File: src/rtl/mr_pkg.sv
package mr_pkg;

    localparam int NPORT = 5;
    localparam int PIDX_W = 3;
    localparam int NPLANE = 2;

    typedef enum logic [PIDX_W-1:0] {
        P_LOCAL = 3'd0,
        P_EAST  = 3'd1,
        P_WEST  = 3'd2,
        P_NORTH = 3'd3,
        P_SOUTH = 3'd4
    } port_e;

    typedef enum logic [1:0] {
        K_BODY = 2'b00,
        K_HEAD = 2'b01,
        K_TAIL = 2'b10
    } kind_e;

endpackage

File: src/rtl/mr_fifo.sv
module mr_fifo #(
    parameter int W     = 18,
    parameter int DEPTH = 4
) (
    input  logic         clk,
    input  logic         rst_n,
    input  logic         push,
    input  logic [W-1:0] din,
    input  logic         pop,
    output logic [W-1:0] dout,
    output logic         empty
);
    localparam int AW   = (DEPTH > 1) ? $clog2(DEPTH) : 1;
    localparam int CNTW = $clog2(DEPTH + 1);

    typedef struct packed {
        logic [DEPTH-1:0][W-1:0] mem;
        logic [AW-1:0]           rd;
        logic [AW-1:0]           wr;
        logic [CNTW-1:0]         cnt;
    } fifo_st_t;

    fifo_st_t s_d, s_q;
    logic     do_push, do_pop;

    always_comb begin
        s_d     = s_q;
        do_pop  = pop && (s_q.cnt != '0);
        do_push = push && ((s_q.cnt != CNTW'(DEPTH)) || do_pop);
        if (do_push) begin
            s_d.mem[s_q.wr] = din;
            s_d.wr = (s_q.wr == AW'(DEPTH - 1)) ? '0 : s_q.wr + 1'b1;
        end
        if (do_pop) begin
            s_d.rd = (s_q.rd == AW'(DEPTH - 1)) ? '0 : s_q.rd + 1'b1;
        end
        s_d.cnt = s_q.cnt + CNTW'(do_push) - CNTW'(do_pop);
    end

    always_ff @(posedge clk) begin
        if (!rst_n) s_q <= '0;
        else        s_q <= s_d;
    end

    assign dout  = s_q.mem[s_q.rd];
    assign empty = (s_q.cnt == '0);

endmodule

File: src/rtl/mr_rr_arb.sv
module mr_rr_arb #(
    parameter int N  = 5,
    parameter int IW = 3
) (
    input  logic [N-1:0]  req,
    input  logic [IW-1:0] last,
    output logic [IW-1:0] gidx,
    output logic          any
);
    always_comb begin
        gidx = '0;
        any  = 1'b0;
        for (int off = 1; off <= N; off++) begin
            int j;
            j = (int'(last) + off) % N;
            if (!any && req[j]) begin
                any  = 1'b1;
                gidx = IW'(j);
            end
        end
    end

endmodule

File: src/rtl/mr_link.sv
module mr_link #(
    parameter int W   = 18,
    parameter int DLY = 2
) (
    input  logic         clk,
    input  logic         rst_n,
    input  logic         in_v,
    input  logic [W-1:0] in_f,
    output logic         out_v,
    output logic [W-1:0] out_f
);
    typedef struct packed {
        logic [DLY-1:0]        v;
        logic [DLY-1:0][W-1:0] f;
    } link_st_t;

    link_st_t s_d, s_q;

    always_comb begin
        s_d      = s_q;
        s_d.v[0] = in_v;
        s_d.f[0] = in_f;
        for (int k = 1; k < DLY; k++) begin
            s_d.v[k] = s_q.v[k-1];
            s_d.f[k] = s_q.f[k-1];
        end
    end

    always_ff @(posedge clk) begin
        if (!rst_n) s_q <= '0;
        else        s_q <= s_d;
    end

    assign out_v = s_q.v[DLY-1];
    assign out_f = s_q.f[DLY-1];

endmodule

File: src/rtl/mr_plane.sv
module mr_plane
    import mr_pkg::*;
#(
    parameter int CW    = 3,
    parameter int DW    = 16,
    parameter int DEPTH = 4,
    parameter int DLY   = 2
) (
    input  logic                    clk,
    input  logic                    rst_n,
    input  logic [CW-1:0]           cur_x,
    input  logic [CW-1:0]           cur_y,
    input  logic [NPORT-1:0]        in_vld,
    input  logic [NPORT*(DW+2)-1:0] in_flit,
    output logic [NPORT-1:0]        in_crd,
    output logic [NPORT-1:0]        out_vld,
    output logic [NPORT*(DW+2)-1:0] out_flit,
    input  logic [NPORT-1:0]        out_crd
);
    localparam int FW  = DW + 2;
    localparam int NP  = NPORT;
    localparam int IW  = PIDX_W;
    localparam int CRW = $clog2(DEPTH + 1);

    typedef struct packed {
        logic [NP-1:0]          bound;
        logic [NP-1:0][IW-1:0]  bsel;
        logic [NP-1:0]          busy;
        logic [NP-1:0][IW-1:0]  rrp;
        logic [NP-1:0][CRW-1:0] crd;
        logic [NP-1:0]          ret;
    } pl_st_t;

    pl_st_t s_d, s_q;

    logic [NP-1:0][FW-1:0] q_head;
    logic [NP-1:0]         q_empty;
    logic [NP-1:0]         pop;
    logic [NP-1:0][IW-1:0] route;
    logic [NP-1:0][NP-1:0] reqm;
    logic [NP-1:0][IW-1:0] gidx;
    logic [NP-1:0]         gany;
    logic [NP-1:0]         snd;
    logic [NP-1:0][FW-1:0] sflit;

    function automatic logic [IW-1:0] route_of(input logic [FW-1:0] f,
                                               input logic [CW-1:0] cx,
                                               input logic [CW-1:0] cy);
        logic [CW-1:0] dx, dy;
        dx = f[CW-1:0];
        dy = f[2*CW-1:CW];
        if (dx > cx)      return IW'(P_EAST);
        else if (dx < cx) return IW'(P_WEST);
        else if (dy > cy) return IW'(P_NORTH);
        else if (dy < cy) return IW'(P_SOUTH);
        else              return IW'(P_LOCAL);
    endfunction

    function automatic pl_st_t st_reset();
        pl_st_t r;
        r = '0;
        for (int o = 0; o < NP; o++) r.crd[o] = CRW'(DEPTH);
        return r;
    endfunction

    for (genvar i = 0; i < NP; i++) begin : g_in
        mr_fifo #(.W(FW), .DEPTH(DEPTH)) u_fifo (
            .clk   (clk),
            .rst_n (rst_n),
            .push  (in_vld[i]),
            .din   (in_flit[i*FW +: FW]),
            .pop   (pop[i]),
            .dout  (q_head[i]),
            .empty (q_empty[i])
        );
        assign route[i] = route_of(q_head[i], cur_x, cur_y);
    end

    always_comb begin
        reqm = '0;
        for (int i = 0; i < NP; i++) begin
            if (!q_empty[i] && !s_q.bound[i] && (q_head[i][FW-1 -: 2] == K_HEAD))
                reqm[route[i]][i] = 1'b1;
        end
    end

    for (genvar o = 0; o < NP; o++) begin : g_out
        mr_rr_arb #(.N(NP), .IW(IW)) u_arb (
            .req  (reqm[o]),
            .last (s_q.rrp[o]),
            .gidx (gidx[o]),
            .any  (gany[o])
        );
        mr_link #(.W(FW), .DLY(DLY)) u_link (
            .clk   (clk),
            .rst_n (rst_n),
            .in_v  (snd[o]),
            .in_f  (sflit[o]),
            .out_v (out_vld[o]),
            .out_f (out_flit[o*FW +: FW])
        );
    end

    always_comb begin
        s_d   = s_q;
        pop   = '0;
        snd   = '0;
        sflit = '0;
        // allocation of idle outputs to waiting head flits
        for (int o = 0; o < NP; o++) begin
            if (!s_q.busy[o] && gany[o]) begin
                s_d.busy[o]        = 1'b1;
                s_d.bound[gidx[o]] = 1'b1;
                s_d.bsel[gidx[o]]  = IW'(o);
                s_d.rrp[o]         = gidx[o];
            end
        end
        // transfer along reserved paths when a credit is held
        for (int i = 0; i < NP; i++) begin
            if (s_q.bound[i] && !q_empty[i] && (s_q.crd[s_q.bsel[i]] != '0)) begin
                pop[i]               = 1'b1;
                snd[s_q.bsel[i]]     = 1'b1;
                sflit[s_q.bsel[i]]   = q_head[i];
                if (q_head[i][FW-1 -: 2] == K_TAIL) begin
                    s_d.bound[i]          = 1'b0;
                    s_d.busy[s_q.bsel[i]] = 1'b0;
                end
            end
        end
        for (int o = 0; o < NP; o++) begin
            s_d.crd[o] = s_q.crd[o] - CRW'(snd[o]) + CRW'(out_crd[o]);
        end
        s_d.ret = pop;
    end

    always_ff @(posedge clk) begin
        if (!rst_n) s_q <= st_reset();
        else        s_q <= s_d;
    end

    assign in_crd = s_q.ret;

endmodule

File: src/rtl/mesh_router_dual.sv
module mesh_router_dual
    import mr_pkg::*;
#(
    parameter int CW       = 3,
    parameter int DW       = 16,
    parameter int DEPTH    = 4,
    parameter int LINK_DLY = 2
) (
    input  logic                    clk,
    input  logic                    rst_n,
    input  logic [CW-1:0]           cur_x,
    input  logic [CW-1:0]           cur_y,
    input  logic [4:0]              req_in_vld,
    input  logic [5*(DW+2)-1:0]     req_in_flit,
    output logic [4:0]              req_in_crd,
    output logic [4:0]              req_out_vld,
    output logic [5*(DW+2)-1:0]     req_out_flit,
    input  logic [4:0]              req_out_crd,
    input  logic [4:0]              rsp_in_vld,
    input  logic [5*(DW+2)-1:0]     rsp_in_flit,
    output logic [4:0]              rsp_in_crd,
    output logic [4:0]              rsp_out_vld,
    output logic [5*(DW+2)-1:0]     rsp_out_flit,
    input  logic [4:0]              rsp_out_crd
);
    localparam int FW = DW + 2;
    localparam int BW = NPORT * FW;

    logic [NPLANE-1:0][NPORT-1:0] a_in_vld, a_in_crd, a_out_vld, a_out_crd;
    logic [NPLANE-1:0][BW-1:0]    a_in_flit, a_out_flit;

    assign a_in_vld[0]  = req_in_vld;
    assign a_in_vld[1]  = rsp_in_vld;
    assign a_in_flit[0] = req_in_flit;
    assign a_in_flit[1] = rsp_in_flit;
    assign a_out_crd[0] = req_out_crd;
    assign a_out_crd[1] = rsp_out_crd;

    for (genvar c = 0; c < NPLANE; c++) begin : g_plane
        mr_plane #(.CW(CW), .DW(DW), .DEPTH(DEPTH), .DLY(LINK_DLY)) u_plane (
            .clk      (clk),
            .rst_n    (rst_n),
            .cur_x    (cur_x),
            .cur_y    (cur_y),
            .in_vld   (a_in_vld[c]),
            .in_flit  (a_in_flit[c]),
            .in_crd   (a_in_crd[c]),
            .out_vld  (a_out_vld[c]),
            .out_flit (a_out_flit[c]),
            .out_crd  (a_out_crd[c])
        );
    end

    assign req_in_crd   = a_in_crd[0];
    assign rsp_in_crd   = a_in_crd[1];
    assign req_out_vld  = a_out_vld[0];
    assign rsp_out_vld  = a_out_vld[1];
    assign req_out_flit = a_out_flit[0];
    assign rsp_out_flit = a_out_flit[1];

endmodule

File: config.mk
export PLATFORM = sky130hd
export DESIGN_NAME = mesh_router_dual
export DESIGN_NICKNAME = d
export VERILOG_FILES = /design/src/rtl/mr_pkg.sv /design/src/rtl/mr_fifo.sv /design/src/rtl/mr_rr_arb.sv /design/src/rtl/mr_link.sv /design/src/rtl/mr_plane.sv /design/src/rtl/mesh_router_dual.sv
export SDC_FILE = /design/constraint.sdc
export NUM_CORES = 2
export LEC_CHECK = 0
export BUFFER_PORTS_ARGS = -buffer_cell sky130_fd_sc_hd__buf_2
export CORE_ASPECT_RATIO = 2
export CORE_UTILIZATION = 52
export CTS_CLUSTER_DIAMETER = 150
export CTS_CLUSTER_SIZE = 14
export DETAILED_ROUTE_END_ITERATION = 16
export GPL_ROUTABILITY_DRIVEN = 1
export GPL_TIMING_DRIVEN = 0
export PLACE_DENSITY = 0.72
export SLEW_MARGIN = 20
export SYNTH_ARGS = -nofsm -noshare
export SYNTH_HDL_FRONTEND = slang
export SYNTH_HIERARCHICAL = 1
export SYNTH_SLANG_ARGS = --single-unit
File: constraint.sdc
create_clock -name clk -period 4.8 [get_ports clk]
set_input_delay 0.72 -clock clk [delete_from_list [all_inputs] [get_ports clk]]
set_output_delay 0.72 -clock clk [all_outputs]
set_load 0.05 [all_outputs]
==> qor.json <==
{
  "design.die.area": {"value": 161700, "unit": "um2"},
  "coreArea": {"value": 159000, "unit": "um2"},
  "cts_root_buf": {"value": "clkbuf_16"},
  "switching_share": {"value": 40.33, "unit": "%"},
  "worstHoldPathType": {"value": "input pin to flip-flop"},
  "top_area_cells_in_the_synthesized_netlist": {"value": "dfxtp_1 (31%), mux2i_1 (11%), nand2_1 (6.6%)"},
  "syn-num-nets": {"value": 9701},
  "place.gp.congestion": {"value": 1.086},
  "worstPathRequired": {"value": 5.42, "unit": "ns"},
  "initial_utilization": {"value": 52.32, "unit": "%"},
  "worst_case_setup_margin_in_the_final_layout": {"value": -0.5252, "unit": "ns"},
  "post-route-cell-area": {"value": 99430, "unit": "um2"},
  "crit_path_max_incr_delay": {"value": 0.41, "unit": "ns"},
  "setup_violations": {"value": 46},
  "synthesis.instances": {"value": 9063},
  "gr-total-overflow": {"value": 0},
  "cellPowerDensity": {"value": 372.9, "unit": "nW/um2"},
  "first_global_vias": {"value": 78650},
  "place_ws": {"value": -2.452, "unit": "ns"},
  "timing.clock.skew": {"value": 0.08271, "unit": "ns"},
  "switching_power": {"value": 14.95, "unit": "mW"},
  "numCtsBuffers": {"value": 102},
  "fraction_of_final_layout_cells_with_drive_strength_greater_than_1": {"value": 24.35, "unit": "%"},
  "dp_hpwl": {"value": 256.3, "unit": "mm"},
  "num-fill-cells": {"value": 13200},
  "first_pass_iters": {"value": 8},
  "detail_route.iter0.violations": {"value": 6872},
  "synth-seq-cells": {"value": 1290},
  "final-seq-area": {"value": 25940, "unit": "um2"},
  "antenna_found_initial": {"value": 64},
  "netlist.area_leader.share": {"value": 31.04, "unit": "%"},
  "final_hold_viol_count": {"value": 0},
  "wl_per_cell": {"value": 28.80, "unit": "um"},
  "critical_path.cell_chain": {"value": "buf_6 -> clkinvlp_4 -> buf_6 -> ha_4 -> xor2_4 -> buf_4 -> o21ai_0 -> o22ai_2 -> ha_2 -> nor4b_1 -> a211o_1 -> a221oi_4 -> o21a_1 -> a22o_4 -> nand3_2 -> mux2_4 -> a22oi_2 -> buf_12 -> buf_4 -> nand3_2 -> a21boi_4 -> and4b_1 -> a211oi_2"},
  "tritoncts_clock_tree": {"value": "yes"},
  "drv_slew": {"value": 0},
  "endpoint_kind": {"value": "flip-flop"},
  "boundaryPins": {"value": 408},
  "violations_in_the_final_reports": {"value": "setup timing"},
  "p_int": {"value": 22.13, "unit": "mW"},
  "cts_hold_repair.buffers": {"value": 0},
  "status": {"value": "finished with violations"},
  "clock_latency": {"value": 0.78, "unit": "ns"},
  "remaining_drc_errors": {"value": 0},
  "cp_slowest_cell": {"value": "dfxtp_4"},
  "detailroute.via_count": {"value": 78930},
  "grt_setup_unrepaired": {"value": "yes"},
  "clock_power_share": {"value": 21.3, "unit": "%"},
  "mappedNetlistArea": {"value": 83210, "unit": "um2"},
  "worstPathArrival": {"value": 5.95, "unit": "ns"},
  "number_of_routed_nets_with_antenna_violations": {"value": 0},
  "cts_max_path_buffers": {"value": 3},
  "timing.fmax": {"value": 187.8, "unit": "MHz"},
  "postPlaceCellArea": {"value": 88190, "unit": "um2"},
  "power.combinational.fraction": {"value": 45.4, "unit": "%"},
  "rows": {"value": 207},
  "die_width": {"value": 284.9, "unit": "um"},
  "tightest_slew": {"value": 1.284, "unit": "ns"},
  "ys_types": {"value": 123},
  "die_h": {"value": 567.7, "unit": "um"},
  "postSynth.asyncResetShare": {"value": 0, "unit": "%"},
  "h_tree_depth_reported_by_cts": {"value": 3},
  "synth_top_area_cell": {"value": "dfxtp_1"},
  "cts_num_sinks": {"value": 1290},
  "worstPathMaxFanout": {"value": 15},
  "fin_setup_tns": {"value": -15.55, "unit": "ns"},
  "route.final.wire_length": {"value": 350.0, "unit": "mm"},
  "grt_use_total": {"value": 41.64, "unit": "%"},
  "power.ir.vdd_worst": {"value": 0.3756, "unit": "mV"},
  "syn_to_final_growth": {"value": 19.50, "unit": "%"},
  "timing.final.crit_share": {"value": 110.9, "unit": "%"},
  "worst_relative_slew_slack": {"value": 14.41, "unit": "%"},
  "synth.avg_cell_area": {"value": 9.181, "unit": "um2"},
  "setup.worst_path.start_class": {"value": "flip-flop"},
  "synth-edff-count": {"value": 0},
  "timing.final.crit_period": {"value": 5.325, "unit": "ns"},
  "final_net_count": {"value": 10650},
  "ys_warn_count": {"value": 6},
  "drv_cap": {"value": 0},
  "buffer_ports.inserted": {"value": 407},
  "footprint_of_the_multi_input_gates": {"value": 56380, "unit": "um2"},
  "post_route_core_utilization": {"value": 62.53, "unit": "%"},
  "power.share.sequential": {"value": 33.3, "unit": "%"},
  "sequential_cell_area_fraction_in_the_yosys_report": {"value": 31.04, "unit": "%"},
  "worst-setup-path-type": {"value": "flip-flop to flip-flop"},
  "leakagePower": {"value": 38.34, "unit": "nW"},
  "via_per_inst": {"value": 6.495},
  "grt_max_degree": {"value": 36},
  "cts.clk_slew.worst_paths": {"value": 0.10, "unit": "ns"},
  "grt_first_pass_wirelength": {"value": 504.8, "unit": "mm"},
  "synth-main-ff-cell": {"value": "dfxtp_1"}
}
placed cells by master, fill, tap and decap left out, types with 37 or more instances in the layout:
master,n
o22ai_1,77
ha_1,360
or3_1,41
a211oi_2,43
or2_2,37
nor2b_1,71
inv_1,295
diode_2,43
buf_12,74
xnor2_1,68
nor3_1,77
clkbuf_16,103
o31ai_1,53
o21ai_1,52
and3_1,41
nand3_1,90
buf_6,118
dfxtp_1,1246
nand2b_1,138
clkbuf_1,241
mux4_2,207
a211oi_1,89
a22oi_1,90
o211ai_1,117
buf_2,451
o221ai_1,58
nor2_8,40
o21ai_0,286
a21oi_1,269
and2_1,470
nand2_1,1422
mux2i_1,871
nor4_1,39
o211a_1,40
nor2_1,344
a221oi_1,83
buf_8,39
buf_4,406
final cells by class:
cell class,instances,area share (%)
repair buffers,848,5.948
clock buffers,107,2.586
diodes,43,0.1082
multi-input cells,6865,56.70
plain buffers,534,4.207
flip-flops and latches,1290,26.09
well taps,2090,2.630
inverters,366,1.504
clock inverters,9,0.2290
critical path: cells and delay by family, from the launching register on:
family,cells,cell delay (ns)
flip-flops,1,0.41
AO/OA/AOI/OAI,9,2.13
buffers and inverters,6,1.07
XOR/XNOR,1,0.21
multiplexers,1,0.33
adder cells (fa/ha/maj),2,0.55
AND/OR/NAND/NOR,4,0.48
sequential cells by signal, summed over array words and instances (netlist names):
name                                count
g_plane.u_plane/g_out.u_link/out_v     10
g_plane.u_plane/g_out.u_link/out_f    180
g_plane.u_plane/g_out.u_link/s_d      190
g_plane.u_plane/in_crd                 10
g_plane.u_plane/g_in.u_fifo/s_q       790
g_plane.u_plane/s_q                   110
power groups by stage:
stage	clock, mW	combinational [mW]	sequential [mW]
global route	8.34	17.4	12.4
floorplan	0	8.71	12.4
CTS	7.97	15.2	12.3
finish	7.90	16.8	12.3
detailed placement	0	12.2	12.5
global placement	0	11.8	12.4
stage by stage:
step | cells | power (mW) | hold slack (ns)
4_1_cts | 11940 | 35.44 | 0.2483
2_1_floorplan | 9063 | 21.06 | 0.4119
3_3_place_gp | 11560 | 24.27 | 0.4142
5_1_grt | 12120 | 38.19 | 0.2807
6_report | 12150 | 37.08 | 0.2668
3_5_place_dp | 11570 | 24.70 | 0.4186
repair_timing:
action,in CTS,in global routing
setup endpoints to repair,86,86
resized for setup,674,366
cloned,9,5
pin swaps,158,176
setup buffers,252,172
final timing paths:
| path | start | end | slack [ns] | cells after the start |
|---|---|---|---|---|
| worst max-delay path | g_plane[1].u_plane/s_q[20]$_SDFFE_PN0P_ | g_plane[1].u_plane/s_q[59]$_SDFF_PN0_ | -0.53 | 23 |
| worst min-delay path | req_in_flit[44] | g_plane[0].u_plane/g_in[2].u_fifo/s_q[15]$_SDFFE_PN0P_ | 0.27 | 3 |
| worst max register to register | g_plane[1].u_plane/s_q[20]$_SDFFE_PN0P_ | g_plane[1].u_plane/s_q[59]$_SDFF_PN0_ | -0.53 | 23 |
| worst min register to register | g_plane[0].u_plane/g_out[4].u_link/s_d[23]$_SDFF_PN0_ | g_plane[0].u_plane/g_out[4].u_link/out_f[5]$_SDFF_PN0_ | 0.39 | 1 |
routing by layer:
metal / vias up / wire (um) / global-route usage (%)
li1: 34570 / - / -
met1: 37970 / 110000 / 39.17
met2: 4338 / 164900 / 69.84
met3: 2003 / 30000 / 12.46
met4: 44 / 44710 / 43.21
met5: - / 308 / 0
Yosys cell counts, drive strengths merged, types with 27 or more instances:
library cell,number
o31ai,57
and3,49
or2,38
inv,345
a32o,34
nor4b,27
clkbuf,304
a221o,33
nor3b,36
a221oi,108
nor2,437
a31oi,47
nand3,120
nor4,56
nor3,114
o211ai,117
nor2b,103
buf,239
mux4,210
a22oi,106
or3,45
a211oi,144
o221ai,68
nand3b,28
nand2b,143
dfxtp,1290
o22ai,103
mux2i,883
o211a,41
a211o,35
mux2,42
xnor2,113
a21oi,314
ha,410
o21ai,359
o2bb2ai,37
a22o,38
and2,487
nand2,1454
cell families after synthesis:
| logic type | synth area share [%] |
|---|---|
| and+or+nand+nor | 20.37 |
| AOI/OAI and AO/OA | 17.27 |
| DFF | 31.04 |
| muxes | 16.96 |
| buffers and inverters | 5.938 |
| adders and majority gates | 6.646 |
| xor gates and xnor gates | 1.774 |
No activity file was read; power rests on OpenSTA's default activity.
